`src/rtl/fpc_pkg.sv`:
```
package fpc_pkg;
  typedef enum logic [1:0] {
    MODE_ACT  = 2'b00,
    MODE_APS  = 2'b01,
    MODE_STBY = 2'b10,
    MODE_DPD  = 2'b11
  } pmode_e;

  typedef enum logic [2:0] {
    S_DPD   = 3'd0,
    S_RECOV = 3'd1,
    S_ACT   = 3'd2,
    S_APS   = 3'd3,
    S_STBY  = 3'd4
  } pstate_e;

  function automatic pmode_e state_to_mode(pstate_e s);
    case (s)
      S_ACT:   return MODE_ACT;
      S_APS:   return MODE_APS;
      S_STBY:  return MODE_STBY;
      default: return MODE_DPD;
    endcase
  endfunction
endpackage

```
`src/rtl/fpc_sync.sv`:
```
module fpc_sync #(
  parameter int STAGES = 2
) (
  input  logic clk,
  input  logic rst,
  input  logic d,
  output logic q
);
  logic [STAGES-1:0] chain;

  genvar g;
  generate
    for (g = 0; g < STAGES; g++) begin : g_stage
      if (g == 0) begin : g_first
        always_ff @(posedge clk) begin
          if (rst) chain[0] <= 1'b0;
          else     chain[0] <= d;
        end
      end else begin : g_next
        always_ff @(posedge clk) begin
          if (rst) chain[g] <= 1'b0;
          else     chain[g] <= chain[g-1];
        end
      end
    end
  endgenerate

  assign q = chain[STAGES-1];
endmodule

```
`src/rtl/fpc_idle_det.sv`:
```
module fpc_idle_det #(
  parameter int AW       = 20,
  parameter int IDLE_CYC = 8
) (
  input  logic          clk,
  input  logic          rst,
  input  logic [AW-1:0] addr,
  output logic          idle
);
  localparam int CW = $clog2(IDLE_CYC + 1);
  localparam logic [CW-1:0] LIMIT = CW'(IDLE_CYC);

  logic [AW-1:0] addr_q;
  logic [CW-1:0] run_q;
  logic [CW:0]   run_nx;
  logic          same;

  assign same   = (addr == addr_q);
  assign run_nx = same ? ({1'b0, run_q} + 1'b1) : '0;
  assign idle   = (run_nx >= {1'b0, LIMIT});

  always_ff @(posedge clk) begin
    if (rst) begin
      addr_q <= '0;
      run_q  <= '0;
    end else begin
      addr_q <= addr;
      run_q  <= idle ? LIMIT : run_nx[CW-1:0];
    end
  end
endmodule

```
`src/rtl/fpc_recov_timer.sv`:
```
module fpc_recov_timer #(
  parameter int REC_CYC = 40
) (
  input  logic clk,
  input  logic rst,
  input  logic run,
  output logic done
);
  localparam int CW = (REC_CYC > 1) ? $clog2(REC_CYC) : 1;
  localparam logic [CW-1:0] LAST = CW'(REC_CYC - 1);

  logic [CW-1:0] cnt;

  assign done = run && (cnt == LAST);

  always_ff @(posedge clk) begin
    if (rst)              cnt <= '0;
    else if (run && !done) cnt <= cnt + 1'b1;
    else                  cnt <= '0;
  end
endmodule

```
`src/rtl/flash_pwr_ctrl.sv`:
```
module flash_pwr_ctrl
  import fpc_pkg::*;
#(
  parameter int AW       = 20,
  parameter int IDLE_CYC = 8,
  parameter int CLK_MHZ  = 100,
  parameter int REC_NS   = 400,
  parameter int SYNC_STG = 2
) (
  input  logic          clk,
  input  logic          rst,
  input  logic          pd_n_in,
  input  logic          ce0_n,
  input  logic          ce1_n,
  input  logic [AW-1:0] addr,
  output logic [1:0]    mode_o,
  output logic          wsm_abort_o,
  output logic          stat_clr_o,
  output logic          out_valid_o
);
  localparam int REC_CYC_RAW = (REC_NS * CLK_MHZ + 999) / 1000;
  localparam int REC_CYC     = (REC_CYC_RAW < 1) ? 1 : REC_CYC_RAW;

  pstate_e st, st_nx, op_sel;
  logic    pd_s, idle, rec_done, rec_run, enter_dpd;

  fpc_sync #(.STAGES(SYNC_STG)) u_sync (
    .clk(clk), .rst(rst), .d(pd_n_in), .q(pd_s)
  );

  fpc_idle_det #(.AW(AW), .IDLE_CYC(IDLE_CYC)) u_idle (
    .clk(clk), .rst(rst), .addr(addr), .idle(idle)
  );

  assign rec_run = (st == S_RECOV) && pd_s;

  fpc_recov_timer #(.REC_CYC(REC_CYC)) u_rec (
    .clk(clk), .rst(rst), .run(rec_run), .done(rec_done)
  );

  always_comb begin
    if (ce0_n || ce1_n) op_sel = S_STBY;
    else if (idle)      op_sel = S_APS;
    else                op_sel = S_ACT;
  end

  always_comb begin
    st_nx     = st;
    enter_dpd = 1'b0;
    if (!pd_s) begin
      st_nx     = S_DPD;
      enter_dpd = (st != S_DPD);
    end else begin
      case (st)
        S_DPD:   st_nx = S_RECOV;
        S_RECOV: if (rec_done) st_nx = op_sel;
        default: st_nx = op_sel;
      endcase
    end
  end

  always_ff @(posedge clk) begin
    if (rst) begin
      st          <= S_DPD;
      mode_o      <= MODE_DPD;
      out_valid_o <= 1'b0;
      wsm_abort_o <= 1'b0;
      stat_clr_o  <= 1'b0;
    end else begin
      st          <= st_nx;
      mode_o      <= state_to_mode(st_nx);
      out_valid_o <= (st_nx == S_ACT) || (st_nx == S_APS);
      wsm_abort_o <= enter_dpd;
      stat_clr_o  <= enter_dpd;
    end
  end
endmodule

```
`config.mk`:
```
export PLATFORM = sky130hd
export DESIGN_NAME = flash_pwr_ctrl
export DESIGN_NICKNAME = d
export VERILOG_FILES = /design/src/rtl/fpc_pkg.sv /design/src/rtl/fpc_sync.sv /design/src/rtl/fpc_idle_det.sv /design/src/rtl/fpc_recov_timer.sv /design/src/rtl/flash_pwr_ctrl.sv
export SDC_FILE = /design/constraint.sdc
export NUM_CORES = 1
export LEC_CHECK = 0
export BUFFER_PORTS_ARGS = -buffer_cell sky130_fd_sc_hd__buf_4
export CAP_MARGIN = 20
export CORE_ASPECT_RATIO = 0.5
export CORE_MARGIN = 5
export CORE_UTILIZATION = 47
export DETAILED_ROUTE_END_ITERATION = 10
export GPL_ROUTABILITY_DRIVEN = 0
export GPL_TIMING_DRIVEN = 0
export PLACE_DENSITY = 0.82
export SLEW_MARGIN = 10
export SYNTH_ARGS = -nofsm -noshare
export SYNTH_HDL_FRONTEND = slang
export SYNTH_SLANG_ARGS = --single-unit
```
`constraint.sdc`:
```
create_clock -name clk -period 1.4 [get_ports clk]
set_input_delay 0.07 -clock clk [delete_from_list [all_inputs] [get_ports clk]]
set_output_delay 0.07 -clock clk [all_outputs]
set_load 0.03 [all_outputs]
```
# Word level (Yosys, flattened, before mapping)
# Cells that the tools add are included.
[word_totals] wordCells=39 inputBits=25 reg_bits=39 out_inout_bits=5
[op_classes] n_reduce_logical=11 n_lt_le_gt_ge=1 n_addsub=2 muxes=8 bitwise=1 eq_ne=6
[op_table] operator="20-bit == test" n=1
[op_table] operator="3-bit 2-to-1 mux" n=3
[op_table] operator="6-bit by 1-bit adder with 6-bit output, second input constant" n=1
[op_table] operator="3-bit by 2-bit == test with 1-bit output, second input constant" n=2
[op_table] operator="6-bit == test, second input constant" n=1
[op_table] operator="2-bit case mux with 3 select lines" n=1
[op_table] operator="3-bit case mux with 2 select lines" n=1
[op_table] operator="2-bit OR reduction" n=3
[op_table] operator="4-bit by 1-bit adder with 5-bit output, second input constant" n=1
[op_table] operator="5-bit by 4-bit >= comparator with 1-bit output, second input constant" n=1
[op_table] operator="5-bit 2-to-1 mux" n=1
[op_table] operator="4-bit 2-to-1 mux" n=1
[op_table] operator="3-bit by 1-bit == test with 1-bit output, second input constant" n=1
[op_table] operator="3-bit == test, second input constant" n=1
[op_table] operator="1-bit logical AND" n=3
[op_table] operator="3-bit logical NOT" n=1
[op_table] operator="3-bit nonzero test" n=1
[op_table] operator="1-bit logical OR" n=2
[op_table] operator="1-bit logical NOT" n=1
[op_table] operator="1-bit 2-to-1 mux" n=1
[op_table] operator="1-bit inverter" n=1

# Longest topological paths before layout
# Gate-level depths: netlist (run 1).
[logic_depth] word_depth=10 depth_mapped=5 mapped_depth_nobuf=5

# By module
# A second synthesis (run 1) with hierarchy kept.
[unflattened] hier_cells=139 hier_area_um2=1481.4
[by_module_without_submodules] module="fpc_idle_det" cells_each=86 instances=1 seq_area_each_um2=480.5 area_per_inst_um2=934.6
[by_module_without_submodules] module="fpc_recov_timer" cells_each=26 instances=1 seq_area_each_um2=120.1 area_per_inst_um2=252.7
[by_module_without_submodules] module="flash_pwr_ctrl" cells_each=23 instances=1 seq_area_each_um2=140.1 area_per_inst_um2=241.5
[by_module_without_submodules] module="fpc_sync" cells_each=4 instances=1 seq_area_each_um2=40.0 area_per_inst_um2=52.6

# Least setup slack after synthesis (run 1)
# Ideal clock, no wire load.
[synth_timing] path_type="register to register" startpoint="register u_idle.run_q[0]" endpoint="register st[0]" path_buffers=0 period_less_slack_ns=1.390 setup_ns=0.088 t_arrival_ns=1.301 t_required_ns=1.312 path_stages_with_launch=6 slack_ns=0.010 cell_sequence="dfxtp_1 -> ha_1 -> nand2b_1 -> mux2i_1 -> or4_1 -> o32ai_2"
[synth_between] elab_chain_len=8
[synth_lines] element="from (decl)" line_no="fpc_idle_det.sv:14" text="logic [CW-1:0] run_q;"
[synth_lines] element="from (signal assigned)" line_no="fpc_idle_det.sv:28" text="run_q <= idle ? LIMIT : run_nx[CW-1:0];"
[synth_lines] element="4-bit by 1-bit adder with 5-bit output (*)" line_no="fpc_idle_det.sv:19" text="assign run_nx = same ? ({1'b0, run_q} + 1'b1) : '0;"
[synth_lines] element="5-bit 2-to-1 mux (*)" line_no="fpc_idle_det.sv:19"
[synth_lines] element="5-bit by 4-bit >= comparator with 1-bit output (*)" line_no="fpc_idle_det.sv:20" text="assign idle = (run_nx >= {1'b0, LIMIT});"
[synth_lines] element="1-bit 2-to-1 mux (*)" line_no="flash_pwr_ctrl.sv:43" text="else if (idle) op_sel = S_APS;"
[synth_lines] element="3-bit 2-to-1 mux (*)" line_no="flash_pwr_ctrl.sv:42" text="if (ce0_n || ce1_n) op_sel = S_STBY;"
[synth_lines] element="3-bit 2-to-1 mux" line_no="flash_pwr_ctrl.sv:56" text="S_RECOV: if (rec_done) st_nx = op_sel;"
[synth_lines] element="3-bit case mux with 2 select lines (*)" line_no="flash_pwr_ctrl.sv:54" text="case (st)"
[synth_lines] element="3-bit 2-to-1 mux (*)" line_no="flash_pwr_ctrl.sv:50" text="if (!pd_s) begin"
[synth_lines] element="to (signal assigned)" line_no="flash_pwr_ctrl.sv:70" text="st <= st_nx;"
[synth_lines] element="to (decl)" line_no="flash_pwr_ctrl.sv:24" text="pstate_e st, st_nx, op_sel;"
# Mark *: on every way between the ends. The rest lies on a longest branch, timed or not.
# A chain may end at the register's enable or synchronous reset.

# Worst setup path in the final report (run 1)
# Same ends and word-level chain as after synthesis.

==> results of run 1 <==
-- logic make-up after synthesis --
| logic type | share of synthesized area (%) |
|---|---|
| AO/OA/AOI/OAI | 2.79 |
| XOR/XNOR | 14.8 |
| adder cells (fa/ha/maj) | 1.69 |
| buffers and inverters | 1.52 |
| flip-flops | 52.7 |
| multiplexers | 0.675 |
| AND/OR/NAND/NOR | 25.9 |
-- final cells by class --
type                       count  area (µm²)
fill                         244        1090
clock buffer                   6        72.6
sequential                    39         790
buffer                         4        18.8
tap                           40        50.0
timing repair buffer          34         263
inverter                       1        3.75
multi-input combinational     96         724
-- placed cells by master, fill, tap and decap left out, types with 4 or more instances in the layout --
| master | n |
|---|---|
| buf_4 | 32 |
| nor3_1 | 5 |
| clkbuf_8 | 5 |
| clkbuf_1 | 4 |
| nand2_1 | 5 |
| nor2_1 | 10 |
| dfxtp_1 | 36 |
| nor2b_1 | 23 |
| nor4_2 | 5 |
| xor2_1 | 23 |
-- critical path: cells and delay by family, from the launching register on --
kind,cells,cell delay (ns)
and+or+nand+nor,2,0.49
buffers and inverters,1,0.11
AOI/OAI and AO/OA,1,0.19
muxes,1,0.18
DFF,1,0.37
-- cell usage after synthesis --
cell type / instances / area, µm²
inv_1: 1 / 3.75
nor2b_1: 23 / 144
clkbuf_1: 3 / 11.3
nor4_2: 3 / 37.5
xnor2_1: 2 / 17.5
xor2_1: 23 / 201
nor2_1: 10 / 37.5
or4_1: 1 / 7.51
buf_4: 1 / 7.51
nand2_1: 6 / 22.5
and4bb_1: 1 / 12.5
mux2i_1: 1 / 10.0
o32ai_2: 1 / 16.3
nand3_2: 2 / 20.0
a311o_1: 1 / 10.0
o31ai_1: 1 / 7.51
ha_1: 2 / 25.0
nor3_1: 5 / 25.0
dfxtp_1: 39 / 781
a21o_1: 1 / 7.51
nor4_1: 5 / 31.3
or3_1: 2 / 12.5
nand2b_1: 2 / 12.5
nand3_1: 3 / 15.0
and2_1: 1 / 6.26
-- repair_timing --
action / CTS / global route
pin swaps: 6 / 1
buffers inserted: 2 / 0
gates resized for setup: 7 / 7
hold endpoints to repair: 3 / 0
hold buffers: 3 / 0
endpoints found under the setup margin: 6 / 8
-- where the power goes --
| part | switching, µW | total [µW] | internal (µW) |
|---|---|---|---|
| combinational | 79.0 | 179 | 100 |
| clock | 343 | 674 | 332 |
| sequential | 14.6 | 1160 | 1140 |
-- per-stage QoR --
step	hold WS, ns	TNS, ns	instance area (µm²)	std cells
after floorplan	0.147	0	1480	140
after global placement	0.274	-0.158	1750	209
after detailed placement	0.275	-0.315	1750	209
after CTS	0.00781	-0.0379	1900	220
after global routing	0.0104	-0.286	1920	220
final	0.0127	-0.0176	1920	220
-- metal layers --
metal	up-vias	share of wire, %
met5	-	0
met4	0	0.73
met3	4	5.5
met2	27	48
met1	467	46
li1	543	-
-- worst paths after layout --
check                        startpoint  slack [ns]  cells after the start                           end
max reg2reg  u_idle.run_q[0]$_SDFF_PP0_       -0.02                      5              st[0]$_SDFF_PP0_
max          u_idle.run_q[0]$_SDFF_PP0_       -0.02                      5              st[0]$_SDFF_PP0_
min reg2reg     u_rec.cnt[0]$_SDFF_PP0_        0.42                      1       u_rec.cnt[0]$_SDFF_PP0_
min                            addr[10]        0.01                      2  u_idle.addr_q[10]$_SDFF_PP0_
-- state kept, by name, summed over array words and instances (netlist names) --
register and flops:
u_sync.chain 1, u_idle.run_q 4, u_rec.cnt 6, out_valid_o 1
mode_o 2, st 3, u_sync.q 1, stat_clr_o 1
u_idle.addr_q 20
==> results.md, run 1 <==
* CTS Buf Count at 5
* Vias per cell at 4.73
* Post-synthesis cell count at between 100 and 150
* Slew @ Worst Pin at approximately 0.43 ns
* M3 GR Usage at 4.83%
* CP cell instances: buf_4, nand3_2, mux2i_2, or4_4, o32ai_2
* Final setup vio count at 1
* Wirelength per Cell at between 10 and 15 µm
* Arr. time, crit path at around 1.6 ns
* Tot GR Track Use at approximately an eighth
* Core footprint at ~3000 µm²
* Die area at ~4400 µm²
* Area of the mapped netlist at roughly 1500 µm²
* Vias in the first global route at between 1000 and 1500
* CTS H-tree depth at 2
* Power per Cell Area at between 1000 and 1500 nW/µm²
* Synth Register Bits at 39
* DRC at 0
* IO Port Bufs at 29
* Global-route wire length before repair at about 4400 µm
* Status: finished, violations left
* Global route hottest layer: met2
* Worst setup margin at -0.0176 ns
* Clk Latency, worst-skew pair at 0.28 ns
* Initial antenna violation count at 0
* CTS Sinks at 39
* Layout cells sized above 1 at a little under a third
* Max rail drop VDD at 0.802 mV
* CTS tree: done
* Layout Nets at around 210
* Delay of the slowest cell on the worst path at ~0.43 ns
* Dpl hpwl at between 1500 and 2000 µm
* Starting density of the core at between 40% and 50%
* Slowest CP cell: or4_4
* Type of origin of the critical path: flip-flop
* Clk buf depth at 2
* Relative slew margins at a little under three quarters
* DRT Pass-1 Iters at 5
* Syn Area/Cell at about 11 µm²
* Final core utilization at between 60% and 70%
* Max-slew violations at 0
* Failing checks: negative setup slack
* M1 GR Usage at between 15 and 20%
* Tmin final at roughly 1.4 ns
* Die height at 49.7 µm
* Final total power at approximately 2000 µW
* DRT Wirelength at 2600 µm
* Final hold vios at 0
* DIE WIDTH at between 80 and 90 µm
* Grt met2 use at about a fifth
* Req. time, crit path at about 1.6 ns
* Detailed Route Iter0 Violations at 54
* Crit path max fanout at 5
* Via count at around 1000
* GRT overflow at 0
* Yosys Warn Count at 0
* Final period utilization at 101%
* Largest net degree at the start of global routing at 11
* Root buf cell: clkbuf_8
* Clk_skew at 0.00653 ns
* Dpl ws at -0.0913 ns
* Critical Path End Type: flip-flop
* HP Class: input pin to flip-flop
* P&R area growth vs syn at 29.6%
* ANT nets after route at 0
* Seq/Total Area, Yosys at 52.7%
* RSZ-0062 raised after global routing: true
* I/O pin cnt at 30
* Worst Path Class, Setup: flip-flop to flip-flop
* Clock slew seen by the registers of the worst setup and hold paths at approximately 0.070 ns
* Library cells used by synthesis at 25
* # rows at 14
* Inserted Diodes at 0
* Post-Syn Nets at between 150 and 200
* P_leak at just under 0.0008 µW
* Peak Freq at roughly 0.71 GHz
* Max Cap Viol at 0
(Power assumes the default switching activity.)
==> inputs of run 2 (changes only) <==
==> constraint.sdc (replaced) <==
create_clock -name clk -period 1.4 [get_ports clk]
set_input_delay 0.14 -clock clk [delete_from_list [all_inputs] [get_ports clk]]
set_output_delay 0.14 -clock clk [all_outputs]
set_load 0.03 [all_outputs]
==> run 2 against run 1 <==
  * The flow still finishes with violations (negative setup slack)
  * Via count shrank 0.86%
  * Combinational power shrank 4%
  * Non-clock buffer count shrank 3
  * Global-route usage shrank 0.17 points
  * Routed wire length shrank 2.7%
  * Sequential power is essentially flat
  * Clock skew shrank 0.0027 ns
  * Die area is the same
  * Critical path type unchanged
  * Largest cell class unchanged
==> results.md, run 2 (same netlist as run 1, synthesis figures left out) <==
* Status: finished, violations left
* Failing checks: negative setup slack
* Uppermost routed layer: met4
* Fin cells at 217 (-1.4%)
* P&R area growth vs syn at 27.6%
* Crit path max fanout at 5 (unchanged)
* Relative slew margins at 72.0% (+0.65 points)
* RSZ-0062 raised after global routing: true
* Inserted Diodes at 0 (unchanged)
* Clk Latency, worst-skew pair at 0.28 ns (about the same)
* M1 wire length at 1130 µm (-5.1%)
* Root buf cell: clkbuf_8
* CTS Sinks at 39 (unchanged)
* CTS Buf Count at 5 (unchanged)
* Slew @ Worst Pin at 0.420 ns (-0.00975 ns)
* DIE WIDTH at 89.4 µm (unchanged)
* Fillers at 249 (+2.0%)
* Die height at 49.7 µm (unchanged)
* DRC at 0 (unchanged)
* # rows at 14 (unchanged)
* Gate power share at 8.6% (-0.3 points)
* DRT Pass-1 Iters at 4 (-1)
* Final setup vio count at 1 (unchanged)
* Largest net degree at the start of global routing at 11 (unchanged)
* Final Cell Area at 1890 µm² (-1.6%)
* Final period utilization at 101% (about the same)
* HP Class: input pin to flip-flop
* Commonest non-fill, non-tap cell in the layout: dfxtp_1
* Largest regs: u_idle.addr_q x20, u_rec.cnt x6, u_idle.run_q x4
* FF+latch area at 790 µm² (unchanged)
* Layout Nets at 205 (-1.4%)
* Clk pwr share at 33.5% (about the same)
* Critical Path End Type: flip-flop
* Arr. time, crit path at 1.62 ns (about the same)
* I/O pin cnt at 30 (unchanged)
* Dpl hpwl at 1890 µm (unchanged)
* Initial antenna violation count at 0 (unchanged)
* Max Cap Viol at 0 (unchanged)
* Switching share of power at 21.5% (-0.19 points)
* Peak Freq at 0.706 GHz (about the same)
* Detailed Route Iter0 Violations at 42 (-22%)
* Layout cells sized above 1 at 30.5% (+0.51 points)
* CTS H-tree depth at 2 (unchanged)
* Max reg flops at 20 (unchanged)
* Via count at 1032 (-0.86%)
* Clk buf depth at 2 (unchanged)
* Core footprint at 3010 µm² (unchanged)
* Reg power frac at 57.8% (+0.3 points)
* P_leak at 0.000764 µW (-1.6%)
* Clock slew seen by the registers of the worst setup and hold paths at 0.07 ns (about the same)
* Clk_skew at 0.00384 ns (-0.00269 ns)
* Die area at 4450 µm² (unchanged)
* DR WL met3 at 135 µm (-4.9%)
* NetSw at 430 µW (-1.4%)
* Dpl ws at -0.0913 ns (unchanged)
* DRT Wirelength at 2530 µm (-2.7%)
* Req. time, crit path at 1.60 ns (about the same)
* Commonest non-fill, non-tap cells in the layout: dfxtp_1, buf_4, nor2b_1, xor2_1, nor2_1
* P_int at 1570 µW (-0.35%)
* Tot GR Track Use at 12.7% (-0.17 points)
* Reg with most FFs: u_idle.addr_q
* Vias per cell at 4.76 (+0.51%)
* Vias in the first global route at 1018 (-0.97%)
* Worst Path Class, Setup: flip-flop to flip-flop
* IO Port Bufs at 29 (unchanged)
* CTS tree: done
* ANT nets after route at 0 (unchanged)
* Max rail drop VDD at 0.797 mV (-0.61%)
* Placed instance count at 209 (unchanged)
* Power per Cell Area at 1060 nW/µm² (+1.0%)
* Fin Setup TNS at -0.0165 ns (+0.00110 ns)
* WL met2 at 1230 µm (-1.1%)
* Area of the multi-input gates at 724 µm² (unchanged)
* Tmin final at 1.42 ns (-0.00110 ns)
* Area after DPL at 1750 µm² (unchanged)
* GRT overflow at 0 (unchanged)
* Max-slew violations at 0 (unchanged)
* Worst setup margin at -0.0165 ns (+0.00110 ns)
* Final hold vios at 0 (unchanged)
* Wirelength per Cell at 11.6 µm (-1.4%)
* Starting density of the core at 49.2% (unchanged)
* Type of origin of the critical path: flip-flop
* Global-route wire length before repair at 4350 µm (-1.3%)
* R2R Setup Slk at -0.02 ns (about the same)
==> run 2: cell count changes in the layout (fill, tap and decap cells not counted), sizes merged <==
cell	before	now
dlygate4sd3	3	0
==> run 2: worst paths after layout <==
kind,start,to,depth (start not counted)
worst min-delay path,ce0_n,st[1]$_SDFF_PP0_,2
worst max register to register,u_idle.run_q[0]$_SDFF_PP0_,st[0]$_SDFF_PP0_,5
worst min register to register,u_rec.cnt[0]$_SDFF_PP0_,u_rec.cnt[0]$_SDFF_PP0_,1
worst max-delay path,u_idle.run_q[0]$_SDFF_PP0_,st[0]$_SDFF_PP0_,5
==> run 2: through the flow <==
step                      hold WS (ns)  total power [µW]  utilization, %
after floorplan                  0.217              1270               -
after global placement           0.344              1350            58.1
after detailed placement         0.345              1350            58.1
after CTS                       0.0405              2020            62.0
after global routing            0.0579              2080            62.8
final                           0.0504              2000            62.8
==> run 2: routing by layer <==
metal | GRT usage, % | vias up
met3 | 4.83 | 4
li1 | - | 537
met5 | 0 | -
met4 | 5.20 | 0
met2 | 19.9 | 25
met1 | 15.6 | 466
==> run 2: power groups by stage <==
stage,Sequential [µW],Combinational (µW),Clock [µW]
after CTS,1160,169,694
after global routing,1160,190,734
after floorplan,1180,86.2,0
final,1160,172,670
after global placement,1180,163,0
after detailed placement,1180,167,0
==> run 2: layout make-up <==
class | instances | share of cell area (%)
Buffer | 4 | 0.992
Inverter | 1 | 0.198
Multi-Input combinational cell | 96 | 38.3
Clock buffer | 6 | 3.84
Timing Repair Buffer | 31 | 12.3
Tap cell | 40 | 2.65
Sequential cell | 39 | 41.7
==> run 2: timing repair <==
item	CTS	global route
endpoints found under the setup margin	6	8
resized for setup	7	7
buffers inserted	2	0
cloned	0	0
hold buffers	0	0
pin swaps	6	1
==> run 2: worst max-delay path, stage by stage (launching register included) <==
cell	delay, ns
dfxtp_4	0.37
buf_4	0.11
nand3_2	0.06
mux2i_2	0.18
or4_4	0.43
o32ai_2	0.19
